[src/rtl/wdt_pkg.sv]
package wdt_pkg;

  localparam logic [1:0] ADDR_CTRL = 2'd0;
  localparam logic [1:0] ADDR_CNT  = 2'd1;
  localparam logic [1:0] ADDR_RCTL = 2'd2;

  localparam logic [7:0] KEY_CTRL = 8'hA5;
  localparam logic [7:0] KEY_CNT  = 8'h5A;
  localparam logic [7:0] KEY_RCTL = 8'hC3;

  // log2 of the prescale divide for each clock-select code
  function automatic int unsigned pre_shift(input logic [2:0] sel);
    case (sel)
      3'd0:    pre_shift = 1;
      3'd1:    pre_shift = 6;
      3'd2:    pre_shift = 7;
      3'd3:    pre_shift = 9;
      3'd4:    pre_shift = 11;
      3'd5:    pre_shift = 13;
      3'd6:    pre_shift = 15;
      default: pre_shift = 17;
    endcase
  endfunction

endpackage

[src/rtl/wdt_prescaler.sv]
module wdt_prescaler #(
  parameter int PRE_W = 17
) (
  input  logic       clk,
  input  logic       rst,
  input  logic       run,
  input  logic [2:0] sel,
  output logic       tick
);
  import wdt_pkg::*;

  logic [PRE_W-1:0] pre_q;
  logic [PRE_W-1:0] mask;

  always_comb begin
    mask = (PRE_W'(1) << pre_shift(sel)) - PRE_W'(1);
    tick = run && ((pre_q & mask) == mask);
  end

  always_ff @(posedge clk) begin
    if (rst || !run) pre_q <= '0;
    else             pre_q <= pre_q + PRE_W'(1);
  end
endmodule

[src/rtl/wdt_ovf_pulse.sv]
module wdt_ovf_pulse #(
  parameter int LEN = 128
) (
  input  logic clk,
  input  logic rst,
  input  logic start,
  output logic ovf_n
);
  localparam int CW = $clog2(LEN + 1);

  logic [CW-1:0] left_q;

  always_ff @(posedge clk) begin
    if (rst) begin
      left_q <= '0;
      ovf_n  <= 1'b1;
    end else if (start) begin
      left_q <= CW'(LEN);
      ovf_n  <= 1'b0;
    end else begin
      if (left_q != '0) left_q <= left_q - CW'(1);
      ovf_n <= !(left_q > CW'(1));
    end
  end
endmodule

[src/rtl/wdt_standby_gate.sv]
module wdt_standby_gate (
  input  logic clk,
  input  logic rst,
  input  logic req,
  input  logic deep_bit,
  input  logic wd_active,
  output logic go_deep,
  output logic go_sleep
);
  logic allow_deep;

  always_comb allow_deep = deep_bit && !wd_active;

  always_ff @(posedge clk) begin
    if (rst) begin
      go_deep  <= 1'b0;
      go_sleep <= 1'b0;
    end else begin
      go_deep  <= req && allow_deep;
      go_sleep <= req && !allow_deep;
    end
  end
endmodule

[src/rtl/wdt_dual_timer.sv]
module wdt_dual_timer #(
  parameter int CNT_W     = 8,
  parameter int PRE_W     = 17,
  parameter int PULSE_LEN = 128
) (
  input  logic         clk,
  input  logic         rst,
  input  logic         bus_wr,
  input  logic         bus_rd,
  input  logic [1:0]   bus_addr,
  input  logic [15:0]  bus_wdata,
  output logic [7:0]   bus_rdata,
  output logic         ovf_n,
  output logic         rst_req,
  output logic         irq,
  input  logic         stby_req,
  input  logic         stby_bit,
  output logic         go_deep,
  output logic         go_sleep
);
  import wdt_pkg::*;

  localparam logic [CNT_W-1:0] CNT_TOP = '1;

  logic             en_q, wd_mode_q, iflag_q;
  logic [2:0]       cks_q;
  logic [CNT_W-1:0] cnt_q;
  logic             rsten_q, oflag_q, armed_q;

  logic       tick, locked, at_top, wd_ovf, iv_ovf;
  logic [7:0] key, wbyte;
  logic       wr_ctrl, wr_cnt, wr_rctl, rd_rctl;

  always_comb begin
    key     = bus_wdata[15:8];
    wbyte   = bus_wdata[7:0];
    locked  = !ovf_n;
    at_top  = (cnt_q == CNT_TOP);
    wd_ovf  = tick && at_top && wd_mode_q;
    iv_ovf  = tick && at_top && !wd_mode_q;
    wr_ctrl = bus_wr && !locked && (bus_addr == ADDR_CTRL) && (key == KEY_CTRL);
    wr_cnt  = bus_wr && !locked && (bus_addr == ADDR_CNT)  && (key == KEY_CNT);
    wr_rctl = bus_wr && !locked && (bus_addr == ADDR_RCTL) && (key == KEY_RCTL);
    rd_rctl = bus_rd && (bus_addr == ADDR_RCTL);
  end

  wdt_prescaler #(.PRE_W(PRE_W)) u_pre (
    .clk  (clk),
    .rst  (rst),
    .run  (en_q),
    .sel  (cks_q),
    .tick (tick)
  );

  wdt_ovf_pulse #(.LEN(PULSE_LEN)) u_pulse (
    .clk   (clk),
    .rst   (rst),
    .start (wd_ovf),
    .ovf_n (ovf_n)
  );

  wdt_standby_gate u_stby (
    .clk       (clk),
    .rst       (rst),
    .req       (stby_req),
    .deep_bit  (stby_bit),
    .wd_active (en_q && wd_mode_q),
    .go_deep   (go_deep),
    .go_sleep  (go_sleep)
  );

  // control register and interval flag
  always_ff @(posedge clk) begin
    if (rst) begin
      en_q      <= 1'b0;
      wd_mode_q <= 1'b0;
      cks_q     <= 3'd0;
      iflag_q   <= 1'b0;
    end else begin
      if (wd_ovf) begin
        en_q      <= 1'b0;
        wd_mode_q <= 1'b0;
        cks_q     <= 3'd0;
      end else if (wr_ctrl) begin
        en_q  <= wbyte[5];
        cks_q <= wbyte[2:0];
        if (!en_q)     wd_mode_q <= wbyte[6];
        if (!wbyte[7]) iflag_q   <= 1'b0;
      end
      if (iv_ovf) iflag_q <= 1'b1;
    end
  end

  // counter
  always_ff @(posedge clk) begin
    if (rst)         cnt_q <= '0;
    else if (wd_ovf) cnt_q <= '0;
    else if (wr_cnt) cnt_q <= CNT_W'(wbyte);
    else if (tick)   cnt_q <= cnt_q + CNT_W'(1);
  end

  // reset-control register, clear protocol, reset request
  always_ff @(posedge clk) begin
    if (rst) begin
      rsten_q <= 1'b0;
      oflag_q <= 1'b0;
      armed_q <= 1'b0;
      rst_req <= 1'b0;
    end else begin
      rst_req <= 1'b0;
      if (wd_ovf) begin
        oflag_q <= 1'b1;
        armed_q <= 1'b0;
        rst_req <= rsten_q;
      end else begin
        if (rd_rctl && !locked && oflag_q) armed_q <= 1'b1;
        if (wr_rctl) begin
          rsten_q <= wbyte[6];
          if (!wbyte[7] && armed_q) oflag_q <= 1'b0;
          armed_q <= 1'b0;
        end
      end
    end
  end

  // read port
  always_ff @(posedge clk) begin
    if (rst) begin
      bus_rdata <= 8'h00;
    end else if (bus_rd) begin
      case (bus_addr)
        ADDR_CTRL: bus_rdata <= {iflag_q, wd_mode_q, en_q, 2'b00, cks_q};
        ADDR_CNT:  bus_rdata <= 8'(cnt_q);
        ADDR_RCTL: bus_rdata <= {oflag_q, rsten_q, 6'b000000};
        default:   bus_rdata <= 8'h00;
      endcase
    end
  end

  always_comb irq = iflag_q;

endmodule

[config.mk]
export PLATFORM = sky130hd
export DESIGN_NAME = wdt_dual_timer
export DESIGN_NICKNAME = d
export VERILOG_FILES = /design/src/rtl/wdt_pkg.sv /design/src/rtl/wdt_prescaler.sv /design/src/rtl/wdt_ovf_pulse.sv /design/src/rtl/wdt_standby_gate.sv /design/src/rtl/wdt_dual_timer.sv
export SDC_FILE = /design/constraint.sdc
export NUM_CORES = 1
export LEC_CHECK = 0
export ABC_AREA = 0
export BUFFER_PORTS_ARGS = -buffer_cell sky130_fd_sc_hd__buf_4
export CORE_MARGIN = 3
export CORE_UTILIZATION = 51
export CTS_CLUSTER_SIZE = 40
export DETAILED_ROUTE_END_ITERATION = 8
export PLACE_DENSITY = 0.75
export SETUP_SLACK_MARGIN = 0.1
export SLEW_MARGIN = 30
export SYNTH_ARGS = -nofsm -noshare
export SYNTH_HDL_FRONTEND = slang
export SYNTH_SLANG_ARGS = --single-unit
[constraint.sdc]
create_clock -name clk -period 2.55 [get_ports clk]
set_input_delay 0.765 -clock clk [delete_from_list [all_inputs] [get_ports clk]]
set_output_delay 0.765 -clock clk [all_outputs]
set_load 0.01 [all_outputs]
**After elaboration in Yosys (flattened, before gate mapping)**

Index checks and enable logic that the tools add are counted.

- Register bits: 54
- Input port bits: 24
- Output and inout bits: 13
- Logic and storage cells: 95

- $add $sub $neg: 4
- $lt $le $gt $ge: 1
- Eq/ne operators: 15
- Shift operators: 1
- Muxes and demuxes: 14
- Bitwise logic cells: 3
- Reductions and logical operators: 41

Operator list:

| kind | number |
|---|---|
| 5-bit case mux with 7 select lines | 1 |
| 8-bit two-way mux | 4 |
| 8-bit == test, second input constant | 3 |
| 8-bit case mux with 3 select lines | 1 |
| 1-bit logical AND | 19 |
| 17-bit by 1-bit adder with 17-bit output, second input constant | 1 |
| 17-bit AND | 1 |
| 17-bit == test | 1 |
| 1-bit by 5-bit << shifter with 17-bit output, first input constant | 1 |
| 17-bit by 2-bit subtractor with 17-bit output, second input constant | 1 |
| 2-bit nonzero test | 5 |
| 3-bit == test, second input constant | 3 |
| 8-bit by 1-bit adder with 8-bit output, second input constant | 1 |
| 8-bit by 7-bit == test with 1-bit output, second input constant | 1 |
| 8-bit by 1-bit greater-than comparator with 1-bit output, second input constant | 1 |
| 1-bit two-way mux | 8 |
| 8-bit nonzero test | 1 |
| 8-bit by 1-bit subtractor with 8-bit output, second input constant | 1 |
| 3-bit by 2-bit == test with 1-bit output, second input constant | 2 |
| 1-bit logical NOT | 6 |
| 2-bit AND reduction | 3 |
| 2-bit OR reduction | 2 |
| 3-bit by 1-bit == test with 1-bit output, second input constant | 1 |
| 3-bit logical NOT | 1 |
| other kinds (9) | 10 |

**Depth between registers and ports, before layout**

- Depth in word-level cells: 11
- Depth in mapped cells: 11

**Cells and area by module**

A second synthesis with hierarchy kept.

- Cells, all modules: 308
- Area total of the unflattened synthesis: 2,756.4 um^2

Modules (own cells, without submodules):

| module | instances | cells an instance | area an instance (um^2) | sequential area each (um^2) |
|---|---|---|---|---|
| wdt_dual_timer | 1 | 140 | 1,302.5 | 520.5 |
| wdt_prescaler | 1 | 113 | 917.1 | 340.3 |
| wdt_ovf_pulse | 1 | 50 | 461.7 | 180.2 |
| wdt_standby_gate | 1 | 5 | 75.1 | 40.0 |

**Least setup slack after synthesis**

Ideal clock, no wire load.

- Path kind: register to register
- Start point: reg cks_q[1]
- End point: reg cnt_q[6]
- Arrival: 2.394 ns
- Slack: 0.018 ns
- Stages on the path, launching flop included: 10
- Clock period less this slack: 2.532 ns
- Path through: dfxtp_1 > buf_4 > or3_4 > ha_1 > a2111o_1 > or4_1 > buf_6 > nand2_8 > buf_6 > a211oi_1

- Longest elaborated chain between the ends: 10
- Elaborated cells on any way between the ends: 17
- Classes of those cells: add/sub (1); eq/ne (7); shift (1); mux (1); bitwise (1); reduce/logical (6)

Ends and longest elaborated chain:

| what | line | text |
|---|---|---|
| start, declared | wdt_dual_timer.sv:26 | `logic [2:0] cks_q;` |
| start signal, assigned | wdt_dual_timer.sv:86 | `cks_q <= wbyte[2:0];` |
| 3-bit == test (tied with other cells) | wdt_pkg.sv:13 | `case (sel)` |
| 5-bit case mux with 7 select lines (*) | wdt_pkg.sv:13 |  |
| 1-bit by 5-bit << shifter with 17-bit output (*) | wdt_prescaler.sv:16 | `mask = (PRE_W'(1) << pre_shift(sel)) - PRE_W'(1);` |
| 17-bit by 2-bit subtractor with 17-bit output (*) | wdt_prescaler.sv:16 |  |
| 17-bit AND | wdt_prescaler.sv:17 | `tick = run && ((pre_q & mask) == mask);` |
| 17-bit == test (*) | wdt_prescaler.sv:17 |  |
| 1-bit logical AND (*) | wdt_prescaler.sv:17 |  |
| 1-bit logical AND (2 in a row) | wdt_dual_timer.sv:39 | `wd_ovf = tick && at_top && wd_mode_q;` |
| 2-bit OR reduction (no line) | n/a |  |
| end signal, assigned | wdt_dual_timer.sv:98 | `else if (wr_cnt) cnt_q <= CNT_W'(wbyte);` |
| end signal, assigned | wdt_dual_timer.sv:99 | `else if (tick) cnt_q <= cnt_q + CNT_W'(1);` |
| end, declared | wdt_dual_timer.sv:27 | `logic [CNT_W-1:0] cnt_q;` |

Mark *: on every way between the ends. The rest lies on a longest branch, timed or not.
A chain may end at the register's enable or synchronous reset.

**Final worst setup path**

- Start point: reg cks_q[2]
- End point: reg iflag_q (netlist: irq)

- Longest elaborated chain between the ends: 11
- Elaborated cells on any way between the ends: 21
- Classes of those cells: add/sub (1); eq/ne (9); shift (1); mux (2); bitwise (1); reduce/logical (7)

Ends and longest elaborated chain:

| what | line | text |
|---|---|---|
| 3-bit == test (tied with other cells) | wdt_pkg.sv:13 |  |
| 5-bit case mux with 7 select lines (*) | wdt_pkg.sv:13 |  |
| 1-bit by 5-bit << shifter with 17-bit output (*) | wdt_prescaler.sv:16 |  |
| 17-bit by 2-bit subtractor with 17-bit output (*) | wdt_prescaler.sv:16 |  |
| 17-bit AND | wdt_prescaler.sv:17 |  |
| 17-bit == test (*) | wdt_prescaler.sv:17 |  |
| 1-bit logical AND (*) | wdt_prescaler.sv:17 |  |
| 1-bit logical AND (*) | wdt_dual_timer.sv:39, wdt_dual_timer.sv:40 |  |
| 1-bit logical AND, on equally long branches | wdt_dual_timer.sv:40, wdt_dual_timer.sv:39 |  |
| 2-bit != test (no line) (tied with other cells) | n/a |  |
| 3-bit AND reduction (no line) | n/a |  |
| end signal, assigned | wdt_dual_timer.sv:78 | `iflag_q <= 1'b0;` |
| end signal, assigned | wdt_dual_timer.sv:88 | `if (!wbyte[7]) iflag_q <= 1'b0;` |
| end signal, assigned | wdt_dual_timer.sv:90 | `if (iv_ovf) iflag_q <= 1'b1;` |
| end, declared | wdt_dual_timer.sv:25 | `logic en_q, wd_mode_q, iflag_q;` |

Marks and branches as above.

==> impl_metrics.xml <==
<?xml version="1.0" encoding="UTF-8"?>
<metrics>
  <group name="global_route">
    <metric name="grt_pass1_wl" unit="um">9920</metric>
    <metric name="grt_resource_usage_total" unit="%">20.2</metric>
    <metric name="antenna_found_initial" unit="">0</metric>
    <metric name="via_count_of_the_first_global_routing_pass" unit="">2160</metric>
    <metric name="grt_overflow" unit="">0</metric>
    <metric name="maximum_number_of_pins_on_one_net_before_global_route_repair" unit="">19</metric>
  </group>
  <group name="critical_path">
    <metric name="worst_ep_arrival_time" unit="ps">2560</metric>
    <metric name="timing.critical_path.required" unit="ps">2780</metric>
    <metric name="worst-setup-path-type" unit="">flip-flop to flip-flop</metric>
    <metric name="launching_element_type_of_the_critical_path" unit="">flip-flop</metric>
    <metric name="crit_fanout" unit="">4</metric>
    <metric name="worst_setup_end_kind" unit="">flip-flop</metric>
  </group>
  <group name="logic_synthesis">
    <metric name="yosysWarningCount" unit="">0</metric>
    <metric name="synthCells" unit="">306</metric>
    <metric name="synth_nets" unit="">335</metric>
    <metric name="postSynthAreaPerCell" unit="um^2">8.59</metric>
    <metric name="yosys_register_bits" unit="">54</metric>
    <metric name="synth_seq_area_share" unit="%">41.1</metric>
    <metric name="synth_cell_type_count" unit="">47</metric>
    <metric name="mappedNetlistArea" unit="mm^2">0.00263</metric>
  </group>
  <group name="cells_and_area">
    <metric name="most_common_cell_after_layout_fill_and_taps_aside" unit="">sky130_fd_sc_hd__nor2_1</metric>
    <metric name="postLayoutCellArea" unit="mm^2">0.00310</metric>
    <metric name="syn2layout_area_growth" unit="%">17.9</metric>
    <metric name="fin_nets" unit="">374</metric>
    <metric name="fin_util" unit="%">63.9</metric>
    <metric name="final_cell_mix" unit="">59 x sky130_fd_sc_hd__nor2_1, 54 x sky130_fd_sc_hd__dfxtp_1, 44 x sky130_fd_sc_hd__buf_4, 21 x sky130_fd_sc_hd__nand2_1</metric>
    <metric name="fraction_of_layout_instances_using_a_drive_strength_above_1" unit="%">17.6</metric>
    <metric name="n_antenna_cell" unit="">0</metric>
  </group>
  <group name="floorplanning">
    <metric name="boundaryPins" unit="">37</metric>
    <metric name="die_width" unit="um">77.8</metric>
    <metric name="placementRows" unit="">25</metric>
    <metric name="initial_utilization" unit="%">54.2</metric>
    <metric name="fp.coreArea" unit="mm^2">0.00485</metric>
    <metric name="fp.dieArea" unit="mm^2">0.00605</metric>
    <metric name="die_height" unit="um">77.8</metric>
  </group>
  <group name="run_status">
    <metric name="run_status" unit="">completed</metric>
  </group>
  <group name="clocking">
    <metric name="cts_root_buf" unit="">sky130_fd_sc_hd__clkbuf_8</metric>
    <metric name="cts_buffers" unit="">5</metric>
    <metric name="bufs_on_longest_clock_path" unit="">2</metric>
    <metric name="postCtsResizedCells" unit="">0</metric>
    <metric name="cts_setup_buffers" unit="">0</metric>
    <metric name="htree_levels" unit="">2</metric>
    <metric name="cts.hold.buffers_added" unit="">0</metric>
    <metric name="worst_setup_hold_path_clk_slew" unit="ps">100</metric>
    <metric name="cts_tree" unit="">yes</metric>
    <metric name="cts.sinks" unit="">54</metric>
    <metric name="clock_latency" unit="ps">310</metric>
  </group>
  <group name="sta">
    <metric name="worst_hold_slack" unit="ps">475</metric>
    <metric name="layout_worst_path_cycle_share" unit="%">91.4</metric>
    <metric name="max_slew_margin" unit="%">64.2</metric>
    <metric name="final.min_clock_period" unit="ps">2330</metric>
    <metric name="grt_setup_unrepaired" unit="">true</metric>
    <metric name="timing.final.hold_violations" unit="">0</metric>
    <metric name="setup_viol" unit="">0</metric>
    <metric name="setup_tns" unit="ps">0</metric>
    <metric name="finClkSkew" unit="ps">9.10</metric>
    <metric name="timing_max_transition_violations_final" unit="">0</metric>
    <metric name="worst_slew_pin_slew" unit="ps">535</metric>
    <metric name="timing.fmax" unit="MHz">429</metric>
  </group>
  <group name="placed_design">
    <metric name="gpl.final_weighted_congestion" unit="">0.843</metric>
    <metric name="detailed_place_hpwl" unit="um">4340</metric>
    <metric name="port-buffer-count" unit="">36</metric>
    <metric name="place_area" unit="mm^2">0.00297</metric>
  </group>
  <group name="routing">
    <metric name="ant_nets" unit="">0</metric>
    <metric name="routedWlPerCell" unit="um">14.2</metric>
    <metric name="via_count" unit="">2267</metric>
    <metric name="iteration_0_drc_markers" unit="">195</metric>
    <metric name="detail_route.vias_per_cell" unit="">5.49</metric>
    <metric name="post-route-drc-count" unit="">0</metric>
    <metric name="drtPass1Iterations" unit="">4</metric>
    <metric name="totalWireLength" unit="um">5850</metric>
  </group>
  <group name="job">
    <metric name="number_of_max_cap_violations" unit="">0</metric>
  </group>
  <group name="power">
    <metric name="p_total" unit="mW">1.92</metric>
    <metric name="max-vdd-ir-drop" unit="uV">710</metric>
    <metric name="p_leak" unit="nW">1.20</metric>
    <metric name="power_density" unit="mW/mm^2">620</metric>
  </group>
  <group name="min_path">
    <metric name="worstHoldPathType" unit="">flip-flop to flip-flop</metric>
  </group>
</metrics>
-- Yosys cell counts, drive strengths merged --
cell     instances  share of area (%)
a31oi            1               0.24
nor4b            2               0.67
or4              1               0.29
o2111ai          1               0.33
a21bo            1               0.38
a2111o           2               0.86
nand3           16                3.0
ha               5                2.4
nand4            5                1.2
nand3b           3               0.86
nor3b            3               0.86
nor3             7                1.3
a22o             1               0.33
or3              7                1.9
and3             6                1.4
a211oi          11                3.3
conb             1               0.14
inv              7                1.0
nand4b           1               0.33
buf              5                1.8
o211ai           1               0.29
nor4bb           2               0.76
nor4             6                1.4
a21o             1               0.33
or2b             1               0.29
a21oi           16                3.2
o21a             1               0.29
mux2i           16                6.1
o21ai            3               0.57
o31ai            1               0.29
xor2             7                2.3
nor2b            3               0.71
nand2           22                3.8
o21bai           1               0.29
dfxtp           54                 41
clkbuf           7                1.0
xnor2           16                5.3
nand2b           2               0.48
a41oi            1               0.33
nor2            59                8.4
-- registers in the layout (all words and copies together), names as in the netlist --
register	cells
irq	1
u_pre.pre_q	17
armed_q	1
u_stby.go_deep	1
cnt_q	8
oflag_q	1
rst_req	1
cks_q	3
u_pulse.left_q	8
u_pulse.ovf_n	1
wd_mode_q	1
bus_rdata	8
en_q	1
u_stby.go_sleep	1
rsten_q	1
-- final timing paths --
check	slack, ps	cells past startpoint	end	startpoint
worst max register to register	220	6	irq$_SDFFE_PP0P_	cks_q[2]$_SDFFE_PP0P_
worst max-delay path	220	6	irq$_SDFFE_PP0P_	cks_q[2]$_SDFFE_PP0P_
worst min register to register	470	2	bus_rdata[4]$_SDFFE_PP0P_	bus_rdata[4]$_SDFFE_PP0P_
worst min-delay path	470	2	bus_rdata[4]$_SDFFE_PP0P_	bus_rdata[4]$_SDFFE_PP0P_
-- cell families (layout without fill, tap and decap cells) --
kind of cell             after synthesis  after routing  share of synthesized area (%)
AND/OR/NAND/NOR                      146            146                           27.8
multiplexers                          16             16                           6.10
other                                  1              1                          0.143
AO/OA/AOI/OAI                         42             42                           11.0
flip-flops                            54             54                           41.1
XOR/XNOR                              23             23                           7.67
adder cells (fa/ha/maj)                5              5                           2.38
buffers and inverters                 19             59                           3.76
-- report_power, final --
| group | internal [mW] | switching (mW) | leakage, nW | total (mW) |
|---|---|---|---|---|
| sequential | 0.899 | 0.0512 | 0.437 | 0.950 |
| combinational | 0.174 | 0.201 | 0.704 | 0.375 |
| clock | 0.300 | 0.295 | 0.0591 | 0.595 |
-- critical path, stage by stage, from the launching register on --
cell and delay, ps:
sky130_fd_sc_hd__dfxtp_1 320, sky130_fd_sc_hd__or3_4 380, sky130_fd_sc_hd__ha_2 200, sky130_fd_sc_hd__a2111o_1 440, sky130_fd_sc_hd__or3_2 550, sky130_fd_sc_hd__a2111o_1 300
sky130_fd_sc_hd__o31ai_1 60
-- layer usage --
layer,global-route usage (%),wire (um)
met5,0,0
met4,6.05,59
met3,4.52,278
met2,32.8,2760
met1,26.7,2750
-- per-stage QoR --
stage          instances  worst slack, ps
2_1_floorplan        306              124
3_3_place_gp         405              193
3_5_place_dp         405              145
4_1_cts              413              157
5_1_grt              413             98.8
6_report             413              220
-- final cells by class --
| type | count | area (um^2) |
|---|---|---|
| timing repair buffer | 44 | 330 |
| clock buffer | 5 | 68.8 |
| inverter | 7 | 26.3 |
| sequential | 54 | 1080 |
| tap | 67 | 83.8 |
| fill | 418 | 1750 |
| clock inverter | 3 | 47.5 |
| multi-input combinational | 233 | 1460 |
No activity file was read; power rests on OpenSTA's default activity.
